**src/rtl/sipo_pkg.sv**
```systemverilog
package sipo_pkg;

   // Operation chosen for the holding bank on a given edge
   typedef enum logic [1:0] {
      BANK_KEEP    = 2'd0,
      BANK_CAPTURE = 2'd1,
      BANK_ZERO    = 2'd2
   } bank_op_e;

   // Clear dominates capture, capture dominates keep
   function automatic bank_op_e pick_bank_op(input logic clr_i, input logic load_i);
      if (clr_i)       return BANK_ZERO;
      else if (load_i) return BANK_CAPTURE;
      else             return BANK_KEEP;
   endfunction

endpackage

```
**src/rtl/sipo_stage_chain.sv**
```systemverilog
module sipo_stage_chain #(
   parameter int WIDTH = 8
) (
   input  logic             clk,
   input  logic             clr,
   input  logic             ser_in,
   input  logic             shift_en,
   output logic [WIDTH-1:0] stage_q
);
   localparam int LAST = WIDTH - 1;

   if (WIDTH < 2) begin : g_width_check
      $error("sipo_stage_chain: WIDTH must be at least 2");
   end

   // One flop per stage; stage 0 is fed from the serial input
   for (genvar i = 0; i < WIDTH; i++) begin : g_stage
      logic next_bit;
      if (i == 0) begin : g_head
         assign next_bit = ser_in;
      end else begin : g_body
         assign next_bit = stage_q[i-1];
      end
      always_ff @(posedge clk) begin
         if (clr)           stage_q[i] <= 1'b0;
         else if (shift_en) stage_q[i] <= next_bit;
      end
   end

   // head stage takes the serial input, others take their neighbour
   p_shift_head_r2: assert property (@(posedge clk) disable iff (clr)
      shift_en |=> stage_q[0] == $past(ser_in));
   p_shift_body_r2: assert property (@(posedge clk) disable iff (clr)
      shift_en |=> stage_q[LAST:1] == $past(stage_q[LAST-1:0]));
   // no enable, no movement
   p_idle_hold_r4: assert property (@(posedge clk) disable iff (clr)
      !shift_en |=> $stable(stage_q));
   // clear empties the chain
   p_clear_chain_r1: assert property (@(posedge clk)
      clr |=> stage_q == '0);

endmodule

```
**src/rtl/sipo_hold_bank.sv**
```systemverilog
module sipo_hold_bank
   import sipo_pkg::*;
#(
   parameter int WIDTH = 8
) (
   input  logic             clk,
   input  bank_op_e         op,
   input  logic [WIDTH-1:0] d,
   output logic [WIDTH-1:0] q
);
   if (WIDTH < 1) begin : g_width_check
      $error("sipo_hold_bank: WIDTH must be positive");
   end

   always_ff @(posedge clk) begin
      unique case (op)
         BANK_ZERO:    q <= '0;
         BANK_CAPTURE: q <= d;
         default:      q <= q;
      endcase
   end

   // outputs frozen unless captured or cleared
   p_frozen_r5: assert property (@(posedge clk) disable iff (op == BANK_ZERO)
      op == BANK_KEEP |=> $stable(q));
   // a capture copies the whole input word in one edge
   p_capture_r6: assert property (@(posedge clk) disable iff (op == BANK_ZERO)
      op == BANK_CAPTURE |=> q == $past(d));

endmodule

```
**src/rtl/sipo_hold_reg.sv**
```systemverilog
module sipo_hold_reg
   import sipo_pkg::*;
#(
   parameter int WIDTH = 8
) (
   input  logic             clk,
   input  logic             clr,
   input  logic             ser_in,
   input  logic             shift_en,
   input  logic             load_stb,
   output logic [WIDTH-1:0] par_q,
   output logic             casc_out
);
   localparam int LAST = WIDTH - 1;

   if (WIDTH < 2) begin : g_width_check
      $error("sipo_hold_reg: WIDTH must be at least 2");
   end

   logic [WIDTH-1:0] chain_q;
   bank_op_e         bank_op;

   sipo_stage_chain #(.WIDTH(WIDTH)) u_chain (
      .clk      (clk),
      .clr      (clr),
      .ser_in   (ser_in),
      .shift_en (shift_en),
      .stage_q  (chain_q)
   );

   assign bank_op = pick_bank_op(clr, load_stb);

   sipo_hold_bank #(.WIDTH(WIDTH)) u_bank (
      .clk (clk),
      .op  (bank_op),
      .d   (chain_q),
      .q   (par_q)
   );

   assign casc_out = chain_q[LAST];

   // simultaneous shift and load latch the pre-shift word
   p_load_before_shift_r7: assert property (@(posedge clk) disable iff (clr)
      (load_stb && shift_en) |=> par_q == {$past(casc_out), $past(chain_q[LAST-1:0])});
   // cascade follows the stage just before it after a shift
   p_cascade_r8: assert property (@(posedge clk) disable iff (clr)
      shift_en |=> casc_out == $past(chain_q[LAST-1]));
   // clear wins over shift and load
   p_clear_wins_r9: assert property (@(posedge clk)
      clr |=> (par_q == '0 && !casc_out));

endmodule

```
**config.mk**
```make
export PLATFORM = sky130hd
export DESIGN_NAME = sipo_hold_reg
export DESIGN_NICKNAME = d
export VERILOG_FILES = /design/src/rtl/sipo_pkg.sv /design/src/rtl/sipo_stage_chain.sv /design/src/rtl/sipo_hold_bank.sv /design/src/rtl/sipo_hold_reg.sv
export SDC_FILE = /design/constraint.sdc
export NUM_CORES = 1
export LEC_CHECK = 0
export BUFFER_PORTS_ARGS = -buffer_cell sky130_fd_sc_hd__buf_2
export CORE_AREA = 4 4 41 43
export DETAILED_ROUTE_END_ITERATION = 7
export DIE_AREA = 0 0 45 47
export PLACE_DENSITY = 0.65
export SYNTH_ARGS = -nofsm -noshare
export SYNTH_HDL_FRONTEND = slang
export SYNTH_SLANG_ARGS = --single-unit
```
**constraint.sdc**
```tcl
create_clock -name clk -period 2.2 [get_ports clk]
set_input_delay 0.44 -clock clk [delete_from_list [all_inputs] [get_ports clk]]
set_output_delay 0.44 -clock clk [all_outputs]
set_load 0.02 [all_outputs]
```
# After elaboration in Yosys (flattened, before gate mapping)

Index checks and enable logic that the tools add are counted.

Add/subtract/negate cells: 0
Multiply operators: 0
Divide/modulo/power cells: 0
Magnitude comparators: 0
Equality and inequality tests: 2
Shift operators: 0
Muxes and demuxes: 3
Bitwise gates (word level): 0
Reduce and logical (&&, ||, !) cells: 1

Operators with widths:

| operator           | number |
|---|---|
| $pmux 8 s2         | 1 |
| $eq 2x1->1 const B | 1 |
| $eq 2x2->1 const B | 1 |
| $mux 2             | 1 |
| $reduce_bool 2->1  | 1 |
| $mux 1             | 1 |

Flip-flop bits (word level): 16
Bits in latches: 0
RAM bits: 0
Bits in read-only memories: 0
Input port bits: 5
Logic and storage cells: 15
Memories: 0

# Longest topological paths before layout

Word-level depth: 4
Gate-level depth with buffers: 3

# By module

Synthesis repeated with hierarchy kept, for this count alone.

Cells, all modules: 53
Area total of the unflattened synthesis: 661.9 um^2

Modules (own cells, without submodules):

| module           | times used | cells each | area an instance (um^2) |
|---|---|---|---|
| sipo_stage_chain | 1          | 33         | 337.8 |
| sipo_hold_bank   | 1          | 19         | 310.3 |
| sipo_hold_reg    | 1          | 1          | 13.8 |

# Worst setup path after synthesis

No wires, ideal clock.

Kind: in2reg
Start point: input clr
End point: register u_bank.q[0] (enable)
Setup time: 283 ps
Arrival: 878 ps
Data required time: 1917 ps
Setup slack: 1039 ps
Stages: 2
Buffers on the path: 1
Cell sequence: buf_6 or2_1

Longest elaborated chain between the ends: 3
Elaborated cells on any way between the ends: 4
Classes of those cells: 2 x eq/ne; 1 x mux; 1 x reduce/logical

RTL lines:

| what                                            | line                 | RTL |
|---|---|---|
| start, declared                                 | sipo_hold_reg.sv:7   | `input logic clr,` |
| $mux 2 *                                        | sipo_pkg.sv:12       | `if (clr_i) return BANK_ZERO;` |
| $eq 2x2->1 / $eq 2x1->1 (equally long branches) | sipo_hold_bank.sv:16 | `unique case (op)` |
| $reduce_bool 2->1 (no source line) *            | n/a                  |  |
| end signal, assigned                            | sipo_hold_bank.sv:19 | `default: q <= q;` |
| end, declared                                   | sipo_hold_bank.sv:9  | `output logic [WIDTH-1:0] q` |

Mark *: on every way between the ends. The rest lies on a longest branch, timed or not.
A chain may end at the register's enable or synchronous reset.

# Final worst setup path

Start point: register u_bank.q[4]
End point: output par_q[4]

RTL lines:

| what          | line                | RTL |
|---|---|---|
| end, declared | sipo_hold_reg.sv:11 | `output logic [WIDTH-1:0] par_q,` |

No word-level cell between the ends.

==> run_results.csv <==
group,metric,value,unit
power_and_ir_drop,clkPwrFrac,29.8,%
routing,route.detailed.drc,0,
worst_setup_path,critPathMaxStageDelay,370,ps
die,die-height,47,um
die,start_util,46.3,%
worst_setup_path,path_delay_family,"flip-flops",
global_route,grt_pass1_vias,293,
worst_hold_path,hold_class,"input pin to flip-flop",
worst_setup_path,r2r_start,"u_chain.g_stage[3].next_bit$_SDFFE_PP0P_",
power_and_ir_drop,p_sw,0.113,mW
sta,fin_worst_skew,6.01,ps
sta,final-setup-viol-count,0,
logic_synthesis,synth_top_family_by_area,"simple AND/OR/NAND/NOR gates",
logic_synthesis,synth-compound-area-share,0,%
logic_synthesis,synthAdderAreaFrac,0,%
sta,max_freq,798,MHz
die,io_pins,14,
clocking,cts-htree-levels,1,
placed_design,port_buffers,13,
die,row_count,13,
logic_synthesis,syn_inst,44,
worst_setup_path,worstSetupPathType,"flip-flop to primary output",
die,die_width,45,um
clocking,clockBufferDepth,2,
clocking,clock-sinks,16,
cells_and_area,n_fill_cell,127,
worst_setup_path,cp.buffers_inverters,1,
clocking,cts_tree,"done",
logic_synthesis,synthTopCellsByArea,"edfxtp_1 (40%), dfxtp_1 (27%), mux2i_1 (13%), and2_1 (8.3%), nor2_1 (5.0%)",
worst_hold_path,hold_path.startpoint,"ser_in",
routing,drt_wl_total,770,um
routing,viasPerCell,4.55,
power_and_ir_drop,p_sw_share,22.0,%
worst_setup_path,critPathArrivalTime,810,ps
run_status,outcome,"finished clean",
worst_setup_path,cp.required,1760,ps
cells_and_area,seq_area,400,um^2
logic_synthesis,ys_ff_latch,16,
routing,firstDrtPassIters,4,
logic_synthesis,ys_seq_area_share,66.4,%
die,die-area,2120,um^2
flow_run,maxCapViolations,0,
worst_setup_path,cpMaxStageDelayCell,"edfxtp_1",
clocking,cts_root_buf,"clkbuf_4",
logic_synthesis,synth-simple-area-share,16.6,%
worst_setup_path,critical_path.startpoint,"u_bank.q[4]$_SDFFCE_PP0P_",
logic_synthesis,syn_nets,49,
power_and_ir_drop,p_per_area,743,nW/um^2
logic_synthesis,ys_types,8,
logic_synthesis,synth.top_cell.area_share,39.8,%
clocking,clock_latency,280,ps
worst_setup_path,crit_path_end_kind,"primary output",
placed_design,place_area,664,um^2
sta,worstMarginPinSlew,314,ps
sta,report.final.slew_viol_count,0,
logic_synthesis,synth_area,603,um^2
power_and_ir_drop,pwr-share-comb,7.1,%
clocking,postCtsSetupBuffers,0,
cells_and_area,antenna_cells,0,
power_and_ir_drop,p_seq_share,63.0,%
logic_synthesis,yosysWarnings,0,
global_route,globalRoute.totalOverflow,0,
logic_synthesis,syn_area_per_cell,13.7,um^2
sta,fin_crit_sh,57.0,%
cells_and_area,multi_input_area,180,um^2
logic_synthesis,synth_xor_area_share,0,%
global_route,grt_start_max_net_pins,11,
power_and_ir_drop,power.internal,0.400,mW
placed_design,gp_congestion,0.663,
sta,final.setup.tns,0,ps
sta,timing.hold.ws,415,ps
routing,vias,337,
clocking,path_clk_slew,90,ps
routing,drt.antenna.violating_nets,0,
worst_setup_path,critPathMaxFanout,1,
global_route,grt_pass1_wl,1.16,mm
worst_setup_path,crit_chain,"buf_2",
routing,initialDrtViolationCount,8,
clocking,ctsResizeCount,0,
cells_and_area,fin_util,53.1,%
routing,wl_per_cell,10.4,um
worst_setup_path,start_kind,"flip-flop",
global_route,grt_use_total,7.71,%
global_route,antenna_found_initial,0,
cells_and_area,nNetsFinal,65,
cells_and_area,design_area,691,um^2
sta,hold_violations,0,
logic_synthesis,synth_top_area_cell,"edfxtp_1",
sta,slew_headroom,79.1,%
cells_and_area,final_layout_size_suffix_gt1_share,28.8,%
sta,min_period,1250,ps
sta,rsz0062_at_grt,"false",
die,coreArea,1300,um^2
clocking,hold_buffers,0,
cells_and_area,final_common_cell,"buf_2",
power_and_ir_drop,vdd_drop_max,0.384,mV
power_and_ir_drop,power,0.513,mW
cells_and_area,syn_to_final_growth,14.5,%
logic_synthesis,synthMuxAreaShare,13.3,%
power_and_ir_drop,leakage,0.321,nW
clocking,cts_buffers,3,
## through the flow
| stage | std cells | setup slack (ps) |
|---|---|---|
| 2_1_floorplan | 44 | 1040 |
| 3_3_place_gp | 70 | 908 |
| 3_5_place_dp | 70 | 876 |
| 4_1_cts | 74 | 932 |
| 5_1_grt | 74 | 911 |
| 6_report | 74 | 947 |
## worst paths after layout
kind                                              endpoint  slack, ps  depth (start not counted)
setup / recovery                                  par_q[4]        950                          1
setup reg to reg                 u_bank.q[2]$_SDFFCE_PP0P_       1490                          1
hold / removal    u_chain.g_stage[1].next_bit$_SDFFE_PP0P_        420                          3
hold reg to reg            u_chain.stage_q[7]$_SDFFE_PP0P_        520                          2
## logic make-up (layout without fill, tap and decap cells)
logic type	after synthesis	count (layout)
AND/OR/NAND/NOR	18	18
flip-flops	16	16
multiplexers	8	8
buffers and inverters	2	17
## power groups by stage
stage | logic [mW] | registers [mW] | clock network, mW
after CTS | 0.0369 | 0.324 | 0.156
after floorplan | 0.0193 | 0.340 | 0
after global routing | 0.0393 | 0.324 | 0.170
after detailed placement | 0.0370 | 0.331 | 0
final | 0.0365 | 0.323 | 0.153
after global placement | 0.0367 | 0.330 | 0
## sequential cells by signal, indices dropped and copies added, names as in the netlist
name and cells:
u_bank.q 8, u_chain.g_stage.next_bit 7, u_chain.stage_q 1
## final cells by class
| type | instances | area share (%) |
|---|---|---|
| clock buffers | 3 | 3.26 |
| clock inverters | 1 | 0.543 |
| multi-input cells | 26 | 26.1 |
| flip-flops and latches | 16 | 58.0 |
| well taps | 15 | 2.72 |
| repair buffers | 13 | 9.42 |
## cell usage after synthesis, drive strengths merged
cell    instances
mux2i           8
nor2b           1
and2            8
buf             2
or2             1
dfxtp           8
nor2            8
edfxtp          8
## routing by layer
layer	up-vias	track usage, %	share of wire [%]	wire, um
li1	177	-	-	-
met1	149	9.55	47	365
met2	11	11.3	43	330
met3	0	2.68	9.5	73
met4	0	5.26	0	0
met5	-	0	0	0
Note: power is estimated with default switching activity, not from simulation.
